$ cat config.mk
export PLATFORM = sky130hd
export DESIGN_NAME = otp_cmd_if
export DESIGN_NICKNAME = d
export VERILOG_FILES = /design/src/rtl/otp_pkg.sv /design/src/rtl/otp_cmd_fsm.sv /design/src/rtl/otp_prot_store.sv /design/src/rtl/otp_blk_locks.sv /design/src/rtl/otp_cmd_if.sv
export SDC_FILE = /design/constraint.sdc
export NUM_CORES = 1
export LEC_CHECK = 0
export BUFFER_PORTS_ARGS = -buffer_cell sky130_fd_sc_hd__buf_4
export CORE_MARGIN = 4
export CORE_UTILIZATION = 50
export CTS_CLUSTER_SIZE = 14
export DETAILED_ROUTE_END_ITERATION = 7
export GPL_TIMING_DRIVEN = 0
export PLACE_DENSITY = 0.82
export REMOVE_ABC_BUFFERS = 1
export SYNTH_ARGS = -nofsm -noshare
export SYNTH_HDL_FRONTEND = slang
export SYNTH_SLANG_ARGS = --single-unit
$ cat constraint.sdc
create_clock -name clk -period 2.24 [get_ports clk]
set_clock_uncertainty 0.1 [all_clocks]
set_input_delay 0.336 -clock clk [delete_from_list [all_inputs] [get_ports clk]]
set_output_delay 0.336 -clock clk [all_outputs]
set_load 0.005 [all_outputs]
$ cat src/rtl/otp_pkg.sv
package otp_pkg;
   typedef enum logic [1:0] {MD_ARRAY, MD_IDENT, MD_STATUS} rd_mode_t;
   typedef enum logic [2:0] {OP_NONE, OP_PROG, OP_SETLK, OP_CLRLK, OP_BADLK} op_t;

   localparam logic [15:0] CMD_READ_ARRAY = 16'h00FF;
   localparam logic [15:0] CMD_READ_IDENT = 16'h0090;
   localparam logic [15:0] CMD_READ_STAT  = 16'h0070;
   localparam logic [15:0] CMD_CLR_STAT   = 16'h0050;
   localparam logic [15:0] CMD_PR_SETUP   = 16'h00C0;
   localparam logic [15:0] CMD_LK_SETUP   = 16'h0060;
   localparam logic [15:0] CMD_LK_SET     = 16'h0001;
   localparam logic [15:0] CMD_LK_CLRALL  = 16'h00D0;
endpackage

$ cat src/rtl/otp_cmd_fsm.sv
module otp_cmd_fsm
   import otp_pkg::*;
#(
   parameter int ADDR_W   = 12,
   parameter int BUSY_CYC = 8
) (
   input  logic              clk,
   input  logic              rst_n,
   input  logic              wr_en,
   input  logic [ADDR_W-1:0] addr,
   input  logic [15:0]       wdata,
   output rd_mode_t          mode,
   output logic              busy,
   output logic              op_go,
   output op_t               op_kind,
   output logic [ADDR_W-1:0] op_addr,
   output logic [15:0]       op_data,
   output logic              clr_sts
);
   localparam int CNT_W = $clog2(BUSY_CYC + 1);

   typedef enum logic [1:0] {ARM_NONE, ARM_PROG, ARM_LOCK} arm_t;

   arm_t             arm;
   logic [CNT_W-1:0] cnt;

   // completion strobe coincides with the edge that drops busy
   assign op_go = busy && (cnt == CNT_W'(1));

   always_ff @(posedge clk or negedge rst_n) begin
      if (!rst_n) begin
         mode    <= MD_ARRAY;
         busy    <= 1'b0;
         cnt     <= '0;
         arm     <= ARM_NONE;
         op_kind <= OP_NONE;
         op_addr <= '0;
         op_data <= '0;
         clr_sts <= 1'b0;
      end else begin
         clr_sts <= 1'b0;
         if (busy) begin
            if (cnt == CNT_W'(1)) busy <= 1'b0;
            else                  cnt  <= cnt - CNT_W'(1);
         end else if (wr_en) begin
            case (arm)
               ARM_PROG: begin
                  op_kind <= OP_PROG;
                  op_addr <= addr;
                  op_data <= wdata;
                  busy    <= 1'b1;
                  cnt     <= CNT_W'(BUSY_CYC);
                  arm     <= ARM_NONE;
                  mode    <= MD_STATUS;
               end
               ARM_LOCK: begin
                  if (wdata == CMD_LK_SET)         op_kind <= OP_SETLK;
                  else if (wdata == CMD_LK_CLRALL) op_kind <= OP_CLRLK;
                  else                             op_kind <= OP_BADLK;
                  op_addr <= addr;
                  op_data <= wdata;
                  busy    <= 1'b1;
                  cnt     <= CNT_W'(BUSY_CYC);
                  arm     <= ARM_NONE;
                  mode    <= MD_STATUS;
               end
               default: begin
                  case (wdata)
                     CMD_READ_ARRAY: mode    <= MD_ARRAY;
                     CMD_READ_IDENT: mode    <= MD_IDENT;
                     CMD_READ_STAT:  mode    <= MD_STATUS;
                     CMD_CLR_STAT:   clr_sts <= 1'b1;
                     CMD_PR_SETUP:   arm     <= ARM_PROG;
                     CMD_LK_SETUP:   arm     <= ARM_LOCK;
                     default:        ;
                  endcase
               end
            endcase
         end
      end
   end
endmodule

$ cat src/rtl/otp_prot_store.sv
module otp_prot_store #(
   parameter int          ADDR_W      = 12,
   parameter int          PR_BASE     = 'h80,
   parameter int          SEG_WORDS   = 4,
   parameter logic [63:0] FACTORY_VAL = 64'hC3A5_1E2F_7B90_4D68
) (
   input  logic                    clk,
   input  logic                    rst_n,
   input  logic                    prog_go,
   input  logic [ADDR_W-1:0]       prog_addr,
   input  logic [15:0]             prog_data,
   input  logic [ADDR_W-1:0]       rd_addr,
   output logic                    pr_hit,
   output logic [15:0]             pr_word,
   output logic                    prog_fail,
   output logic                    user_open,
   output logic [16*SEG_WORDS-1:0] user_img
);
   localparam int USER_OFS = SEG_WORDS + 1;
   localparam int WIN_LEN  = 2 * SEG_WORDS + 1;

   logic [ADDR_W-1:0] p_off, r_off;
   logic [15:0]       uw [SEG_WORDS];
   logic              p_lockw, p_user;

   assign p_off   = prog_addr - ADDR_W'(PR_BASE);
   assign r_off   = rd_addr   - ADDR_W'(PR_BASE);
   assign p_lockw = (p_off == '0);
   assign p_user  = (p_off >= ADDR_W'(USER_OFS)) && (p_off < ADDR_W'(WIN_LEN));

   assign prog_fail = prog_go && !(p_lockw || (p_user && user_open));

   always_ff @(posedge clk or negedge rst_n) begin
      if (!rst_n)                  user_open <= 1'b1;
      else if (prog_go && p_lockw) user_open <= user_open & prog_data[1];
   end

   for (genvar g = 0; g < SEG_WORDS; g++) begin : g_user
      always_ff @(posedge clk or negedge rst_n) begin
         if (!rst_n)
            uw[g] <= '1;
         else if (prog_go && user_open && p_off == ADDR_W'(USER_OFS + g))
            uw[g] <= uw[g] & prog_data;
      end
      assign user_img[16*g +: 16] = uw[g];
   end

   assign pr_hit = (r_off < ADDR_W'(WIN_LEN));

   always_comb begin
      pr_word = '0;
      if (r_off == '0) pr_word = {14'h3FFF, user_open, 1'b0};
      for (int i = 0; i < SEG_WORDS; i++) begin
         if (r_off == ADDR_W'(i + 1))        pr_word = FACTORY_VAL[16*i +: 16];
         if (r_off == ADDR_W'(USER_OFS + i)) pr_word = uw[i];
      end
   end
endmodule

$ cat src/rtl/otp_blk_locks.sv
module otp_blk_locks #(
   parameter int IDX_W   = 3,
   parameter int NUM_BLK = 8
) (
   input  logic               clk,
   input  logic               rst_n,
   input  logic               set_go,
   input  logic [IDX_W-1:0]   set_idx,
   input  logic               clr_go,
   output logic [NUM_BLK-1:0] locks
);
   for (genvar b = 0; b < NUM_BLK; b++) begin : g_lk
      always_ff @(posedge clk or negedge rst_n) begin
         if (!rst_n)                                 locks[b] <= 1'b0;
         else if (clr_go)                            locks[b] <= 1'b0;
         else if (set_go && set_idx == IDX_W'(b))    locks[b] <= 1'b1;
      end
   end
endmodule

$ cat src/rtl/otp_cmd_if.sv
module otp_cmd_if
   import otp_pkg::*;
#(
   parameter int          ADDR_W      = 12,
   parameter int          BLK_SHIFT   = 9,
   parameter int          BUSY_CYC    = 8,
   parameter int          PR_BASE     = 'h80,
   parameter logic [63:0] FACTORY_VAL = 64'hC3A5_1E2F_7B90_4D68,
   parameter logic [15:0] ARRAY_FILL  = 16'hFFFF
) (
   input  logic              clk,
   input  logic              rst_n,
   input  logic              wr_en,
   input  logic              rd_en,
   input  logic [ADDR_W-1:0] addr,
   input  logic [15:0]       wdata,
   output logic [15:0]       rdata
);
   localparam int IDX_W     = ADDR_W - BLK_SHIFT;
   localparam int NUM_BLK   = 1 << IDX_W;
   localparam int BLK_WORDS = 1 << BLK_SHIFT;
   localparam int SEG_WORDS = 4;
   localparam int PR_IN_BLK = PR_BASE % BLK_WORDS;

   if (BUSY_CYC < 1) begin : g_chk_busy
      $error("BUSY_CYC must be at least 1");
   end
   if (BLK_SHIFT < 4 || BLK_SHIFT >= ADDR_W) begin : g_chk_blk
      $error("BLK_SHIFT out of range");
   end
   if (PR_IN_BLK <= 2 || PR_IN_BLK + 2*SEG_WORDS >= BLK_WORDS) begin : g_chk_win
      $error("register window overlaps a lock-status offset or a block edge");
   end
   if (PR_BASE + 2*SEG_WORDS >= (1 << ADDR_W)) begin : g_chk_fit
      $error("register window outside address space");
   end

   rd_mode_t          mode;
   op_t               op_kind;
   logic              busy, op_go, clr_sts;
   logic [ADDR_W-1:0] op_addr;
   logic [15:0]       op_data;
   logic              prog_go, set_go, clr_go, bad_go;
   logic              pr_hit, prog_fail, user_open;
   logic [15:0]       pr_word;
   logic [16*SEG_WORDS-1:0] user_img;
   logic [NUM_BLK-1:0] locks;
   logic              sr_pf, sr_cf;
   logic [7:0]        status;
   logic [15:0]       rd_val;

   otp_cmd_fsm #(.ADDR_W(ADDR_W), .BUSY_CYC(BUSY_CYC)) u_fsm (
      .clk, .rst_n, .wr_en, .addr, .wdata,
      .mode, .busy, .op_go, .op_kind, .op_addr, .op_data, .clr_sts
   );

   assign prog_go = op_go && (op_kind == OP_PROG);
   assign set_go  = op_go && (op_kind == OP_SETLK);
   assign clr_go  = op_go && (op_kind == OP_CLRLK);
   assign bad_go  = op_go && (op_kind == OP_BADLK);

   otp_prot_store #(
      .ADDR_W(ADDR_W), .PR_BASE(PR_BASE), .SEG_WORDS(SEG_WORDS), .FACTORY_VAL(FACTORY_VAL)
   ) u_store (
      .clk, .rst_n, .prog_go,
      .prog_addr(op_addr), .prog_data(op_data), .rd_addr(addr),
      .pr_hit, .pr_word, .prog_fail, .user_open, .user_img
   );

   otp_blk_locks #(.IDX_W(IDX_W), .NUM_BLK(NUM_BLK)) u_locks (
      .clk, .rst_n, .set_go,
      .set_idx(op_addr[ADDR_W-1:BLK_SHIFT]), .clr_go, .locks
   );

   always_ff @(posedge clk or negedge rst_n) begin
      if (!rst_n) begin
         sr_pf <= 1'b0;
         sr_cf <= 1'b0;
      end else if (clr_sts) begin
         sr_pf <= 1'b0;
         sr_cf <= 1'b0;
      end else begin
         if (prog_fail || bad_go) sr_pf <= 1'b1;
         if (bad_go)              sr_cf <= 1'b1;
      end
   end

   assign status = {~busy, 1'b0, sr_cf, sr_pf, 4'b0000};

   always_comb begin
      case (mode)
         MD_STATUS: rd_val = {8'h00, status};
         MD_IDENT: begin
            if (pr_hit)
               rd_val = pr_word;
            else if (addr[BLK_SHIFT-1:0] == BLK_SHIFT'(2))
               rd_val = {15'h0000, locks[addr[ADDR_W-1:BLK_SHIFT]]};
            else
               rd_val = '0;
         end
         default: rd_val = ARRAY_FILL;
      endcase
   end

   always_ff @(posedge clk or negedge rst_n) begin
      if (!rst_n)     rdata <= '0;
      else if (rd_en) rdata <= rd_val;
   end
endmodule

Word-level counts from Yosys, hierarchy flattened --
Cells that the tools add are included.
Word-level totals: register bits after elaboration 132, bits of input ports 32, output and inout bits 16, logic and storage cells 177
Operators by class: add/sub/neg operators 3, $lt $le $gt $ge 4, equality and inequality tests 38, mux-type cells 53, bitwise operators 6, reductions and logical operators 49
Operators with widths (count):
- 16-bit 2-to-1 mux | 10
- 12-bit by 3-bit == test with 1-bit output, second input constant | 7
- 16-bit bitwise AND | 4
- 16-bit by 8-bit == test with 1-bit output, second input constant | 4
- 16-bit by 7-bit == test with 1-bit output, second input constant | 3
- 16-bit one-hot mux with 2 select lines | 1
- 1-bit 2-to-1 mux | 30
- 2-bit nonzero test | 13
- 12-bit by 2-bit == test with 1-bit output, second input constant | 2
- 12-bit by 4-bit == test with 1-bit output, second input constant | 2
- 12-bit zero test | 2
- 12-bit by 4-bit less-than comparator with 1-bit output, second input constant | 2
- 12-bit by 8-bit subtractor with 12-bit output, second input constant | 2
- 1-bit logical AND | 22
- 16-bit by 1-bit == test with 1-bit output, second input constant | 1
- 4-bit 2-to-1 mux | 4
- 3-bit == test, second input constant | 5
- 3-bit AND reduction | 5
- 12-bit by 1-bit == test with 1-bit output, second input constant | 1
- 3-bit by 2-bit == test with 1-bit output, second input constant | 4
- 12-bit by 3-bit greater-or-equal comparator with 1-bit output, second input constant | 1
- 9-bit by 2-bit == test with 1-bit output, second input constant | 1
- 3-bit by 1-bit == test with 1-bit output, second input constant | 2
- 3-bit 2-to-1 mux | 2
- other kinds (19) | 23

Depth between registers and ports, before layout --
word-level depth 13, mapped depth 9, mapped depth without buffers 7

Hierarchy --
Synthesis repeated with hierarchy kept, for this count alone.
Second synthesis, totals: cells, all modules 637, area, all modules 6264.8 um^2
Modules (own cells, without submodules):
- otp_prot_store | instances 1, cells each 307, area an instance 3255.6 um^2, sequential area each 1707.9 um^2
- otp_cmd_fsm | instances 1, cells each 197, area an instance 1755.4 um^2, sequential area each 1026.0 um^2
- otp_cmd_if | instances 1, cells each 101, area an instance 905.9 um^2, sequential area each 450.4 um^2
- otp_blk_locks | instances 1, cells each 32, area an instance 347.8 um^2, sequential area each 200.2 um^2

Worst setup path after synthesis --
OpenSTA, ideal clock, no wires.
path kind register -> register, from reg u_fsm.cnt[1], to reg u_store.uw, in the netlist u_store.user_img[38], library setup time 0.080 ns, arrival time 2.000 ns, required time 2.060 ns, slack 0.061 ns, cell stages (with the launch flop) 10, buffers on the path 2, clock period less this slack 2.179 ns, cell sequence dfrtp_1 -> inv_1 -> ha_1 -> and4bb_1 -> or4b_4 -> nor3_4 -> and3_1 -> buf_4 -> buf_12 -> a21boi_2
On the way: cells in the longest elaborated chain, start to end 5
Ends and longest elaborated chain:
- from (decl) | line otp_cmd_fsm.sv:25 | logic [CNT_W-1:0] cnt;
- from (signal assigned) | line otp_cmd_fsm.sv:44 | else cnt <= cnt - CNT_W'(1);
- from (signal assigned) | line otp_cmd_fsm.sv:52 | cnt <= CNT_W'(BUSY_CYC);
- from (signal assigned) | line otp_cmd_fsm.sv:63 | cnt <= CNT_W'(BUSY_CYC);
- 4-bit by 1-bit == test with 1-bit output | line otp_cmd_fsm.sv:28 | assign op_go = busy && (cnt == CNT_W'(1));
- 1-bit logical AND | line otp_cmd_fsm.sv:28
- 1-bit logical AND | line otp_cmd_if.sv:57 | assign prog_go = op_go && (op_kind == OP_PROG);
- 1-bit logical AND (2 in series) | line otp_prot_store.sv:42 | else if (prog_go && user_open && p_off == ADDR_W'(USER_OFS + g))
- to (signal, indexed assignment) | line otp_prot_store.sv:43 | uw[g] <= uw[g] & prog_data;
- to (decl) | line otp_prot_store.sv:23 | logic [15:0] uw [SEG_WORDS];
No other way between the ends. A chain may end at the register's enable or synchronous reset.

Worst setup path after layout --
from reg u_fsm.cnt[1], to reg u_store.uw, in the netlist u_store.user_img[16]
The elaborated chain is that of the path after synthesis.

==> results.yml <==
run_status:
  status: "finished with violations"
  failed_checks: "setup timing"
finish:
  drive_gt1_share_pct: 27.8
  fin_area_um2: 7790
  insertedDiodeCount: 0
  utilization_pct: 63.8
  final_nets: 728
  syn_to_final_growth_pct: 22.4
flow_run:
  drv_cap: 0
setup_path:
  crit_type: "flip-flop to flip-flop"
  max_stage_delay_ps: 500
  critPathSlowestCell: "or4b_4"
  required_ps: 2500
  cp_cell_sequence: "inv_2, ha_4, and4bb_1, or4b_4, nor3_4, buf_12, buf_12, nand3b_4, o21a_1"
  crit_path_max_fanout: 8
  cpMostUsedCell: "buf_12"
  crit_arrival_ps: 2570
  cp-end-kind: "flip-flop"
  start_kind: "flip-flop"
synth:
  synth_top_cell_area_share_pct: 26.8
  async_flop_share_pct: 100
  post_synth_num_cell_types: 68
  netlist_area_um2: 6360
  ys_ff_latch: 132
  synth_edf_count: 0
  ys_seq_area_share_pct: 53.2
  synth-main-ff-cell: "dfrtp_1"
  synth_area_leaders: "dfstp_2 (27%), dfrtp_1 (26%), nand2_1 (6.4%)"
  synth.avg_cell_area_um2: 10.0
  synth_warnings: 0
  yosysTopAreaCell: "dfstp_2"
  netlist_instances: 635
floorplan:
  io_pins: 48
  core_area_um2: 12200
  chipHeight_um: 121
  die_w_um: 121
  initial_core_util_pct: 52.1
  placementRows: 40
  die_area_um2: 14600
timing:
  period_share_pct: 104
  finalHoldViolCount: 0
  fin_ws_ps: -79.1
  min_period_ps: 2320
  fin_tns_setup_ps: -1250
  worst_pin_slew_ps: 802
  slew_headroom_pct: 46.3
  finalSetupViolCount: 36
  rsz0062_at_grt: "yes"
  slew_violations: 0
  max_freq_mhz: 431
placed_design:
  gp_congestion: 0.905
  portBuffers: 47
  hpwl_mm: 10.5
  postPlaceCellArea_um2: 6840
drt:
  routed_via_density: 6.00
  drt_first_pass_iters: 5
  routedWlPerCell_um: 19.6
  dr_total_vias: 5222
  drt_wl_total_mm: 17.0
  first_iter_violations: 459
  antenna_left: 0
  drc_errors: 0
clock_network:
  clockBufferDepth: 2
  cts_made_buffers: 17
  clk_pin_slew_ps: 60
  cts_tree: "built"
  ctsHtreeMaxLevel: 4
  clock_latency_ps: 420
  cts.sinks: 132
  clock-root-buffer: "clkbuf_16"
pwr:
  power_per_cell_area_nw_per_um2: 1000
  p_leak_nw: 3.50
  ir_drop_mv: 0.693
global_route:
  grt_pass1_wl_mm: 27.2
  grt_max_degree: 105
  antenna_found_initial: 0
  grt_remaining_overflow: 0
  grt_pass1_vias: 5359
  track_usage_pct: 24.0
min_path:
  holdCritPathClass: "primary input to flip-flop"
[report_power, final]
part	internal, mW	leakage, nW	total, mW	switching, mW
Combinational	0.692	1.67	1.60	0.903
Clock	2.02	0.314	3.05	1.03
Sequential	2.79	1.51	3.17	0.375
[registers in the layout (all words and copies together), names as in the netlist, 2 cells and up]
| name | count |
|---|---|
| u_fsm.arm | 2 |
| rdata | 16 |
| u_store.user_img | 64 |
| u_fsm.cnt | 4 |
| u_fsm.op_data | 16 |
| u_fsm.mode | 2 |
| u_fsm.op_kind | 3 |
| u_fsm.op_addr | 12 |
| u_locks.locks | 8 |
[logic make-up (layout without fill, tap and decap cells)]
logic type | count (synthesis) | count (layout) | share of synthesized area, %
mux | 7 | 7 | 1.53
simple gates | 243 | 245 | 19.2
buf+inv | 63 | 128 | 4.29
xor+xnor | 4 | 4 | 0.551
flops | 132 | 132 | 53.2
compound gates | 179 | 179 | 19.9
fa+ha+maj | 7 | 7 | 1.38
[synth_stat cells (all sizes together) (3+ instances only)]
library cell and instances:
a31oi 7, o22a 3, nor4 5, nand4 6
nor2 38, nand2b 12, or2b 11, a21oi 31
clkbuf 23, o21bai 4, xnor2 4, mux2i 3
nor4b 3, a221oi 4, a211oi 8, o31a 3
dfstp 65, a21boi 16, inv 34, nand3b 4
nand3 12, nor2b 9, ha 7, buf 6
o21a 54, nor3 10, o21ai 25, o31ai 3
nor3b 8, a21o 4, nand2 109, a32oi 3
dfrtp 67
[worst max-delay path: cells and delay by family (launching register included)]
family	cells	cell delay (ps)
AND/OR/NAND/NOR	4	1040
adder cells (fa/ha/maj)	1	130
flip-flops	1	390
AO/OA/AOI/OAI	1	250
buffers and inverters	3	350
[timing repair]
action / 4_1_cts / 5_1_grt
buffers inserted: 9 / 2
pin swaps: 11 / 8
endpoints found under the setup margin: 99 / 70
resized for setup: 22 / 9
gates cloned: 3 / 0
hold endpoints to repair: 28 / 0
hold buffers: 1 / 0
[placed cells by master (no fill, tap or decap), drive strengths merged, types with 6 or more instances in the layout]
cell	Yosys	final
buf	6	61
or2b	11	11
nand3	12	12
nor3	10	10
a21boi	16	16
nor2b	9	9
dfstp	65	65
nor2	38	38
a21oi	31	31
dfrtp	67	67
a31oi	7	7
inv	34	34
ha	7	7
nand4	6	6
nor3b	8	8
a211oi	8	8
nand2b	12	12
clkbuf	23	22
nand2	109	109
nand3b	4	6
o21ai	25	25
o21a	54	54
[per-layer routing]
layer	wire (um)	part of all wire (%)	track usage, %
met1	6900	41	31.3
met2	8270	49	38.8
met3	1440	8.4	5.99
met4	407	2.4	9.14
met5	0	0	0
[metrics by stage]
stage	total power, mW	cells	setup slack (ps)	hold slack (ps)
4_1_cts	7.77	868	-39.5	9.50
6_report	7.81	870	-79.1	15.7
5_1_grt	8.18	870	-122	21.7
3_3_place_gp	4.48	821	-673	312
3_5_place_dp	4.63	823	-781	130
2_1_floorplan	3.98	606	-213	-59.6
[worst paths after layout]
path	startpoint	end	slack [ps]	depth (start not counted)
max	u_fsm.cnt[1]	u_store.user_img[16]	-80	9
min	addr[6]	u_fsm.op_addr[6]	20	3
max reg2reg	u_fsm.cnt[1]	u_store.user_img[16]	-80	9
min reg2reg	u_fsm.clr_sts	sr_pf	340	1
max in group asynchronous	rst_n	u_fsm.cnt[0]	980	3
min in group asynchronous	rst_n	u_fsm.op_data[13]	280	2
[final cells by class]
type / count / area (um^2)
inverter: 34 / 128
fill: 970 / 4430
clock inverter: 10 / 178
clock buffer: 22 / 464
timing repair buffer: 62 / 589
sequential: 132 / 3390
multi-input combinational: 442 / 2830
tap: 168 / 210
(Power assumes the default switching activity.)
